===== src/rtl/lnk_rst_pkg.sv =====
// Package: register offsets and control-bit positions shared by the
// bus-reset gating block, its checker and anything that writes it.
package lnk_rst_pkg;
    localparam int REG_W  = 2;  // register offset width
    localparam int NREG   = 3;  // decoded registers (offset 3 is a hole)

    typedef enum logic [REG_W-1:0] {
        REG_CTRL   = 2'd0,
        REG_BUSNUM = 2'd1,
        REG_IRQ    = 2'd2,
        REG_HOLE   = 2'd3
    } reg_sel_e;

    localparam int CTRL_TX_BIT = 0;
    localparam int CTRL_RX_BIT = 1;
    localparam int IRQ_CLR_BIT = 0;
endpackage


===== src/rtl/lnk_rst_detect.sv =====
// Module: lnk_rst_detect
// Turns the PHY's bus-reset level into a one-cycle start pulse.
// Assumes bus_rst_act_i is already synchronous to clk.
module lnk_rst_detect (
    input  logic clk,
    input  logic rst_n,
    input  logic bus_rst_act_i,
    output logic rst_rise_o
);
    logic act_q;

    // Remember last cycle's reset level.
    always_ff @(posedge clk) begin
        if (!rst_n) act_q <= 1'b0;
        else        act_q <= bus_rst_act_i;
    end

    // A start is high now and low one cycle ago.
    assign rst_rise_o = bus_rst_act_i & ~act_q;
endmodule


===== src/rtl/lnk_rst_txrx.sv =====
// Module: lnk_rst_txrx
// Holds the transmit and receive enables. The transmitter is forced
// off in every cycle where a bus reset is active, and only software
// can turn it back on. The receiver follows software alone.
module lnk_rst_txrx (
    input  logic       clk,
    input  logic       rst_n,
    input  logic       bus_rst_act_i,
    input  logic       ctrl_wr_i,
    input  logic [1:0] ctrl_bits_i,
    output logic       tx_en_o,
    output logic       rx_en_o
);
    import lnk_rst_pkg::*;

    // Transmit enable: reset forces it off; a write may set it only when idle.
    always_ff @(posedge clk) begin
        if (!rst_n)             tx_en_o <= 1'b0;
        else if (bus_rst_act_i) tx_en_o <= 1'b0;
        else if (ctrl_wr_i)     tx_en_o <= ctrl_bits_i[CTRL_TX_BIT];
    end

    // Receive enable: written by software only; bus reset leaves it alone.
    always_ff @(posedge clk) begin
        if (!rst_n)         rx_en_o <= 1'b0;
        else if (ctrl_wr_i) rx_en_o <= ctrl_bits_i[CTRL_RX_BIT];
    end
endmodule


===== src/rtl/lnk_rst_nodeid.sv =====
// Module: lnk_rst_nodeid
// Node ID register: the software-written bus number sits in the upper
// field, and the PHY-reported physical ID sits in the lower field.
// Also holds the flag that says the ID is valid. PHY reports that
// arrive during an active reset are dropped.
module lnk_rst_nodeid #(
    parameter int                 BUS_W   = 10,
    parameter int                 PHY_W   = 6,
    parameter logic [BUS_W-1:0]   BUS_RST = '1,
    parameter logic [PHY_W-1:0]   PHY_RST = '1
) (
    input  logic               clk,
    input  logic               rst_n,
    input  logic               bus_rst_act_i,
    input  logic               rst_rise_i,
    input  logic               node_id_vld_i,
    input  logic [PHY_W-1:0]   phy_id_i,
    input  logic               bus_wr_i,
    input  logic [BUS_W-1:0]   bus_num_i,
    output logic [BUS_W+PHY_W-1:0] node_id_o,
    output logic               id_vld_o
);
    logic [BUS_W-1:0] bus_q;
    logic [PHY_W-1:0] phy_q;
    logic             take_id;

    // A PHY report counts only outside an active reset.
    assign take_id = node_id_vld_i & ~bus_rst_act_i;

    // Bus number field: software owned.
    always_ff @(posedge clk) begin
        if (!rst_n)        bus_q <= BUS_RST;
        else if (bus_wr_i) bus_q <= bus_num_i;
    end

    // Physical ID field: loaded from the PHY report.
    always_ff @(posedge clk) begin
        if (!rst_n)       phy_q <= PHY_RST;
        else if (take_id) phy_q <= phy_id_i;
    end

    // Valid flag: cleared at reset start, set on capture.
    always_ff @(posedge clk) begin
        if (!rst_n)          id_vld_o <= 1'b0;
        else if (rst_rise_i) id_vld_o <= 1'b0;
        else if (take_id)    id_vld_o <= 1'b1;
    end

    assign node_id_o = {bus_q, phy_q};
endmodule


===== src/rtl/lnk_rst_irq.sv =====
// Module: lnk_rst_irq
// Bus-reset interrupt flag. A reset start sets it, and software clears
// it by writing 1. If both happen in the same cycle, the set wins.
module lnk_rst_irq (
    input  logic clk,
    input  logic rst_n,
    input  logic rst_rise_i,
    input  logic clr_wr_i,
    input  logic clr_bit_i,
    output logic irq_o
);
    // Flag with set priority over write-one-to-clear.
    always_ff @(posedge clk) begin
        if (!rst_n)                     irq_o <= 1'b0;
        else if (rst_rise_i)            irq_o <= 1'b1;
        else if (clr_wr_i && clr_bit_i) irq_o <= 1'b0;
    end
endmodule


===== src/rtl/lnk_rst_gate.sv =====
// Module: lnk_rst_gate (top)
// Bus-reset transmit gating controller for a serial-bus link layer.
// It decodes the register writes, detects the start of a reset, and
// connects the enable, node ID and interrupt submodules.
// Assumes all inputs are synchronous to clk, and BUS_W >= 2 so the
// control bits fit in the write data.
module lnk_rst_gate #(
    parameter int BUS_W = 10,
    parameter int PHY_W = 6
) (
    input  logic                   clk,
    input  logic                   rst_n,
    input  logic                   bus_rst_act_i,
    input  logic                   node_id_vld_i,
    input  logic [PHY_W-1:0]       phy_id_i,
    input  logic                   reg_wr_i,
    input  logic [1:0]             reg_addr_i,
    input  logic [BUS_W-1:0]       reg_wdata_i,
    output logic                   tx_en_o,
    output logic                   rx_en_o,
    output logic [BUS_W+PHY_W-1:0] node_id_o,
    output logic                   id_vld_o,
    output logic                   irq_o
);
    import lnk_rst_pkg::*;

    logic [NREG-1:0] wr_sel;
    logic            rst_rise;

    // One write strobe per decoded register; offset 3 decodes to nothing.
    for (genvar g = 0; g < NREG; g++) begin : g_dec
        assign wr_sel[g] = reg_wr_i && (reg_addr_i == REG_W'(g));
    end

    lnk_rst_detect u_det (
        .clk           (clk),
        .rst_n         (rst_n),
        .bus_rst_act_i (bus_rst_act_i),
        .rst_rise_o    (rst_rise)
    );

    lnk_rst_txrx u_txrx (
        .clk           (clk),
        .rst_n         (rst_n),
        .bus_rst_act_i (bus_rst_act_i),
        .ctrl_wr_i     (wr_sel[REG_CTRL]),
        .ctrl_bits_i   (reg_wdata_i[1:0]),
        .tx_en_o       (tx_en_o),
        .rx_en_o       (rx_en_o)
    );

    lnk_rst_nodeid #(.BUS_W(BUS_W), .PHY_W(PHY_W)) u_nid (
        .clk           (clk),
        .rst_n         (rst_n),
        .bus_rst_act_i (bus_rst_act_i),
        .rst_rise_i    (rst_rise),
        .node_id_vld_i (node_id_vld_i),
        .phy_id_i      (phy_id_i),
        .bus_wr_i      (wr_sel[REG_BUSNUM]),
        .bus_num_i     (reg_wdata_i),
        .node_id_o     (node_id_o),
        .id_vld_o      (id_vld_o)
    );

    lnk_rst_irq u_irq (
        .clk        (clk),
        .rst_n      (rst_n),
        .rst_rise_i (rst_rise),
        .clr_wr_i   (wr_sel[REG_IRQ]),
        .clr_bit_i  (reg_wdata_i[IRQ_CLR_BIT]),
        .irq_o      (irq_o)
    );
endmodule


===== config.mk =====
export PLATFORM = sky130hd
export DESIGN_NAME = lnk_rst_gate
export DESIGN_NICKNAME = d
export VERILOG_FILES = /design/src/rtl/lnk_rst_pkg.sv /design/src/rtl/lnk_rst_detect.sv /design/src/rtl/lnk_rst_txrx.sv /design/src/rtl/lnk_rst_nodeid.sv /design/src/rtl/lnk_rst_irq.sv /design/src/rtl/lnk_rst_gate.sv
export SDC_FILE = /design/constraint.sdc
export NUM_CORES = 1
export LEC_CHECK = 0
export ABC_AREA = 0
export BUFFER_PORTS_ARGS = -buffer_cell sky130_fd_sc_hd__buf_2
export CELL_PAD_IN_SITES_DETAIL_PLACEMENT = 1
export CELL_PAD_IN_SITES_GLOBAL_PLACEMENT = 1
export CORE_MARGIN = 4
export CORE_UTILIZATION = 31
export CTS_BUF_LIST = sky130_fd_sc_hd__clkbuf_16
export DETAILED_ROUTE_END_ITERATION = 7
export PLACE_DENSITY_LB_ADDON = 0.1
export SLEW_MARGIN = 25
export SYNTH_ARGS = -nofsm -noshare
export SYNTH_HDL_FRONTEND = slang
export SYNTH_HIERARCHICAL = 1
export SYNTH_SLANG_ARGS = --single-unit

===== constraint.sdc =====
create_clock -name clk -period 1.3 [get_ports clk]
set_clock_uncertainty 0.2 [all_clocks]
set_input_delay 0 -clock clk [delete_from_list [all_inputs] [get_ports clk]]
set_output_delay 0 -clock clk [all_outputs]
set_load 0.1 [all_outputs]

==> results.py, run 1 <==
metrics = {
    "global_route": {
        "grt_pass1_vias": 849,
        "grt_pass1_wl_um": 3815,
        "gr-total-overflow": 0,
        "grt.busiest_layer": "met2",
        "use_met2": 0.2747,
        "grt_max_degree": 22,
        "grt_use_met1": 0.1524,
        "grt_util_met3": 0.04104,
        "track_usage": 0.1444,
        "antenna_found_initial": 0,
    },
    "placed_design": {
        "dp_hpwl_um": 1494,
        "place_area_um2": 1095,
        "place_congestion": 0.6921,
        "io_buffers": 42,
    },
    "floorplanning": {
        "die_w_um": 59.77,
        "die_area_um2": 3572,
        "core_um2": 2522,
        "num_io_pins": 43,
        "chipHeight_um": 59.77,
        "start_util": 0.3294,
        "num_rows": 18,
    },
    "worst_setup_path": {
        "rrSetupSlack_ps": 360,
        "cpPeakStageDelay_ps": 420,
        "critPathTopFamily": "buffers and inverters",
        "critical_path_class": "flop to output pin",
        "r2r_cells": 3,
        "crit_buf_inv": 1,
        "arrival_ps": 1000,
        "critical_path_peak_fanout": 2,
        "crit_start": "u_irq/irq_o",
        "r2r-end": "u_irq/irq_o",
        "cp_num_cells": 1,
        "r2r-start": "u_det/act_q",
        "startpoint_type": "flop",
        "cp_slowest_cell": "buf_2",
        "crit_path_end": "irq_o",
        "critPathCaptureType": "output pin",
        "crit_chain": "buf_2",
        "crit_required_ps": 1100,
    },
    "clock_tree": {
        "clockBufferDepth": 2,
        "postCtsHoldBufs": 20,
        "clk-insertion-delay-late_ps": 250,
        "cts-root-buf": "clkbuf_16",
        "cts-resized-gates": 0,
        "clk_pin_slew_ps": 50,
        "clock_sinks": 21,
        "htree_levels": 1,
        "numCtsBuffers": 3,
        "cts_tree": "yes",
    },
    "synthesis": {
        "ys_seq_area_frac": 0.5060,
        "synth_cell_types": 17,
        "synth_edf_count": 0,
        "synth-seq-cells": 21,
        "synthCells": 78,
        "syn-num-nets": 101,
        "yosysMostFrequentCell": "dfxtp_1",
        "yosys-top-cells-count": "21 x dfxtp_1, 12 x mux2i_1, 10 x nand2_1",
        "syn_avg_cell_area_um2": 10.65,
        "ys.flop_type": "dfxtp_1",
        "synth_top_cells_by_area": "dfxtp_1 51%, mux2i_1 14%, nand3b_1 5.4%",
        "synth_top_area_share": 0.5060,
        "yosysWarnings": 6,
        "synth_top_area_cell": "dfxtp_1",
        "netlist_area_um2": 830.8,
        "async_reset_ff_frac": 0,
    },
    "timing": {
        "clock.fmax_ghz": 0.8326,
        "relSlewSlack": 0.6722,
        "slew_viol_final": 0,
        "min_period_over_period": 0.9239,
        "worst_slew_pin_slew_ps": 495.1,
        "timing.hold.ws_ps": -83.51,
        "fin_crit_ps": 1201,
        "hold_viol": 3,
        "rsz0062_at_grt": "false",
        "finalSetupViolations": 0,
        "setup-tns-final_ps": 0,
    },
    "layout": {
        "nets": 165,
        "design_area_um2": 1374,
        "syn_to_final_growth_pct": 65.36,
        "final_util": 0.5446,
        "antenna_cells": 0,
        "layout-drive-gt1-share": 0.4965,
    },
    "routing": {
        "drc": 0,
        "routedWlPerCell_um": 13.75,
        "antenna_left": 0,
        "wirelength_um": 2351,
        "dr.pass1.iters": 4,
        "via_per_inst": 4.585,
        "drt_iter0_markers": 16,
        "vias": 784,
    },
    "power": {
        "ir_drop_v": 0.0009280,
        "p_leak_nw": 0.6234,
        "p_per_area_nw_per_um2": 1266,
        "total_power_mw": 1.740,
    },
    "outcome": {
        "outcome": "finished, violations left",
        "violations": "negative hold slack",
    },
    "hold_path": {
        "hp-class": "input port to flop",
    },
    "run": {
        "maxCapViolCount": 0,
    },
}
[layer usage]
layer  routed length (um)  part of all wire  vias to the layer above
li1                     -                 -                      389
met2                 1250              0.53                       26
met1                  925              0.39                      366
met3                  149             0.063                        3
met4                   25             0.011                        0
met5                    0                 0                        -
[power by group]
part / internal (mW) / switching, mW / total [mW]
clock: 0.410 / 0.222 / 0.632
sequential: 0.680 / 0.0144 / 0.694
combinational: 0.125 / 0.288 / 0.414
total: 1.21 / 0.525 / 1.74
[cells by family after synthesis]
family | after synthesis | share of synthesized area
DFF | 21 | 0.5060
buffers and inverters | 12 | 0.07079
AOI/OAI and AO/OA | 9 | 0.07981
muxes | 12 | 0.1446
and+or+nand+nor | 24 | 0.1988
[per-stage QoR]
| stage | setup WS (ps) | instances |
|---|---|---|
| after global routing | 46.72 | 171 |
| after global placement | 206.3 | 147 |
| after detailed placement | 145.7 | 147 |
| after floorplan | 76.45 | 78 |
| final | 98.95 | 171 |
| after CTS | 91.05 | 171 |
[cell usage in the layout, fill, tap and decap left out]
cell,netlist,layout
o21ai_1,1,1
o211ai_1,6,6
dfxtp_2,0,20
buf_12,0,1
nand2_1,10,10
dfxtp_1,21,1
mux2i_1,12,12
a31oi_1,1,1
clkbuf_16,0,3
nor2b_1,1,1
nor2b_4,2,2
dlygate4sd3_1,0,20
nor3b_2,2,2
and3b_1,2,2
inv_1,8,9
buf_2,2,42
o211a_1,1,1
nand3b_1,6,6
and2_1,1,1
[final cells by class]
| class | instances | area (um^2) |
|---|---|---|
| fill | 288 | 1149 |
| sequential | 21 | 445.4 |
| timing repair buffer | 63 | 430.4 |
| multi-input combinational | 45 | 351.6 |
| clock buffer | 3 | 75.07 |
| tap | 30 | 37.54 |
| inverter | 8 | 30.03 |
| clock inverter | 1 | 3.754 |
[what timing repair did]
item                                    4_1_cts  5_1_grt
endpoints found under the hold margin        21        2
endpoints found under the setup margin        0        0
setup buffers                                 0        0
[tightest hold or removal path, delay by kind of cell]
family	cells	cell delay (ps)
AOI/OAI and AO/OA	1	80
buffers and inverters	1	100
and+or+nand+nor	1	150
[registers in the layout, indices dropped and copies added, names as in the netlist]
signal and flops:
u_irq/irq_o 1, u_nid/bus_q 10, u_nid/phy_q 6, u_det/act_q 1
u_nid/id_vld_o 1, u_txrx/rx_en_o 1, u_txrx/tx_en_o 1
[worst min-delay path by stage]
| stage | from | endpoint | slack (ps) | cells past startpoint |
|---|---|---|---|---|
| floorplan | bus_rst_act_i | u_txrx/tx_en_o | -140 | 1 |
| global placement | reg_wdata_i[4] | u_nid/bus_q[4] | 20 | 3 |
| detailed placement | reg_wdata_i[4] | u_nid/bus_q[4] | 30 | 3 |
| CTS | reg_addr_i[1] | u_irq/irq_o | -90 | 3 |
| global route | reg_addr_i[1] | u_irq/irq_o | -70 | 3 |
| finish | reg_addr_i[1] | u_irq/irq_o | -80 | 3 |
No activity file was read; power rests on OpenSTA's default activity.
==> run 2, diff against run 1 <==
--- a/config.mk
+++ b/config.mk
@@ -10,12 +10,11 @@
 export CELL_PAD_IN_SITES_DETAIL_PLACEMENT = 1
 export CELL_PAD_IN_SITES_GLOBAL_PLACEMENT = 1
 export CORE_MARGIN = 4
-export CORE_UTILIZATION = 31
+export CORE_UTILIZATION = 29
 export CTS_BUF_LIST = sky130_fd_sc_hd__clkbuf_16
 export DETAILED_ROUTE_END_ITERATION = 7
 export PLACE_DENSITY_LB_ADDON = 0.1
 export SLEW_MARGIN = 25
 export SYNTH_ARGS = -nofsm -noshare
 export SYNTH_HDL_FRONTEND = slang
-export SYNTH_HIERARCHICAL = 1
 export SYNTH_SLANG_ARGS = --single-unit
==> results.py, run 2 <==
metrics = {
    "hold_path": {
        "hold_path_end": "u_txrx.tx_en_o",
        "hp-class": "input port to flop",
        "hold_path_depth": 4,
        "hp-start": "reg_addr_i[0]",
    },
    "routing": {
        "routedWlPerCell_um": 12.55,
        "antenna_left": 0,
        "wirelength_um": 2334,
        "drt_iter0_markers": 12,
        "dr.pass1.iters": 2,
        "via_per_inst": 4.462,
        "vias": 830,
        "drc": 0,
    },
    "clock_tree": {
        "htree_levels": 1,
        "numCtsBuffers": 3,
        "clockBufferDepth": 2,
        "clk-insertion-delay-late_ps": 250,
        "cts-root-buf": "clkbuf_16",
        "cts_tree": "yes",
        "clock_sinks": 21,
        "clk_pin_slew_ps": 50,
        "cts_setup_buffers": 0,
    },
    "layout": {
        "syn_to_final_growth_pct": 75.62,
        "layout-drive-gt1-share": 0.4359,
        "largest_reg_flops": 10,
        "biggestRegsByFlops": "u_nid.bus_q (10), u_nid.phy_q (6)",
        "final_common_cell": "buf_2",
        "antenna_cells": 0,
        "final_cell_mix": "42 x buf_2, 34 x nand2_1, 23 x dlygate4sd3_1",
        "regMostFlops": "u_nid.bus_q",
        "design_area_um2": 1334,
        "nets": 180,
    },
    "global_route": {
        "grt_max_degree": 24,
        "antenna_found_initial": 0,
        "grt_pass1_wl_um": 3974,
        "gr-total-overflow": 0,
        "grt_pass1_vias": 887,
        "track_usage": 0.1499,
    },
    "timing": {
        "finalSetupViolations": 0,
        "min_period_over_period": 0.9252,
        "slew_viol_final": 0,
        "clock.fmax_ghz": 0.8315,
        "worst_slew_pin_slew_ps": 490.8,
        "hold_viol": 0,
        "setup_ws_ps": 97.29,
        "rsz0062_at_grt": "false",
        "fin_crit_ps": 1203,
        "setup-tns-final_ps": 0,
        "timing.hold.ws_ps": 84.28,
        "relSlewSlack": 0.6751,
    },
    "floorplanning": {
        "die_w_um": 59.18,
        "core_um2": 2477,
        "start_util": 0.3066,
        "num_io_pins": 43,
        "die_area_um2": 3502,
        "chipHeight_um": 59.18,
        "num_rows": 18,
    },
    "synthesis": {
        "netlist_area_um2": 759.5,
        "synth_cell_types": 18,
        "synth_top_area_cell": "dfxtp_1",
        "yosys-top-cells-count": "34 x nand2_1, 21 x dfxtp_1, 18 x nand3_1",
        "syn-num-nets": 113,
        "yosysMostFrequentCell": "nand2_1",
        "synth_top_area_share": 0.5535,
        "synth-seq-cells": 21,
        "syn_avg_cell_area_um2": 8.439,
        "synthCells": 90,
        "ys.flop_type": "dfxtp_1",
        "async_reset_ff_frac": 0,
        "yosysWarnings": 0,
        "ys_seq_area_frac": 0.5535,
        "synth_top_cells_by_area": "dfxtp_1 55%, nand2_1 17%, nand3_1 12%",
        "synth_edf_count": 0,
    },
    "run": {
        "maxCapViolCount": 0,
    },
    "worst_setup_path": {
        "r2r-start": "u_txrx.tx_en_o",
        "crit_chain": "buf_2",
        "critPathCaptureType": "output pin",
        "arrival_ps": 1000,
        "cp_slowest_cell": "buf_2",
        "r2r_cells": 2,
        "critical_path_class": "flop to output pin",
        "crit_required_ps": 1100,
        "cpPeakStageDelay_ps": 420,
        "critical_path_peak_fanout": 2,
        "rrSetupSlack_ps": 240,
        "crit_buf_inv": 1,
        "critPathTopFamily": "buffers and inverters",
        "startpoint_type": "flop",
        "r2r-end": "u_txrx.tx_en_o",
    },
    "placed_design": {
        "io_buffers": 42,
        "place_ws_ps": 113.1,
        "dp_hpwl_um": 1578,
        "place_area_um2": 1020,
        "place_congestion": 0.7140,
    },
    "power": {
        "total_power_mw": 1.789,
        "ir_drop_v": 0.0007358,
        "p_per_area_nw_per_um2": 1341,
        "p_leak_nw": 0.6389,
    },
    "outcome": {
        "outcome": "finished, final reports clean",
    },
}
## run 2: cell count changes after synthesis, moves of 2 or more
cell      previous run  this run
inv_1                8         1
nand2_1             10        34
nor2b_4              2         0
o211ai_1             6         0
nand3b_1             6         2
nor3b_2              2         0
clkbuf_1             0         2
nand3_1              0        18
mux2i_1             12         0
## run 2: cells by family (layout without fill, tap and decap cells)
kind of cell	Yosys count	count (layout)	synth area share
compound gates	3	3	0.02306
mux	1	1	0.01483
flops	21	21	0.5535
simple gates	61	61	0.3872
buf+inv	4	70	0.02141
## run 2: stage by stage
stage,instances,util
floorplan,90,-
global placement,159,0.4116
detailed placement,159,0.4116
CTS,185,0.5323
global route,186,0.5384
finish,186,0.5384
## run 2: final cells by class
class | instances | area, um^2
timing repair buffer | 65 | 440.4
inverter | 1 | 3.754
sequential | 21 | 445.4
clock buffer | 3 | 75.07
clock inverter | 1 | 3.754
multi-input combinational | 65 | 327.8
fill | 305 | 1144
tap | 30 | 37.54
## run 2: timing repair
action / CTS / global route
setup endpoints to repair: 0 / 6
hold buffers: 22 / 1
hold endpoints to repair: 21 / 2
resized for setup: 0 / 2
## run 2: how the worst max path moves through the flow
stage / startpoint / end / slack (ps) / cells past startpoint
floorplan: u_txrx.tx_en_o / u_txrx.tx_en_o / 10 / 2
global placement: reg_addr_i[0] / u_txrx.tx_en_o / 130 / 4
detailed placement: reg_addr_i[0] / u_txrx.tx_en_o / 110 / 4
CTS: bus_rst_act_i / u_nid.phy_q[0] / 50 / 5
global route: bus_rst_act_i / u_nid.phy_q[1] / 40 / 5
finish: u_txrx.rx_en_o / rx_en_o / 100 / 1
## run 2: power breakdown
| group | switching (mW) | internal (mW) |
|---|---|---|
| clock | 0.212 | 0.409 |
| combinational | 0.341 | 0.123 |
| sequential | 0.0166 | 0.688 |
## run 2: routing by layer
| layer | wire length (um) | global-route usage |
|---|---|---|
| met5 | 0 | 0 |
| met4 | 6 | 0.04854 |
| met3 | 158 | 0.03268 |
| met2 | 1206 | 0.2729 |
| met1 | 964 | 0.1720 |
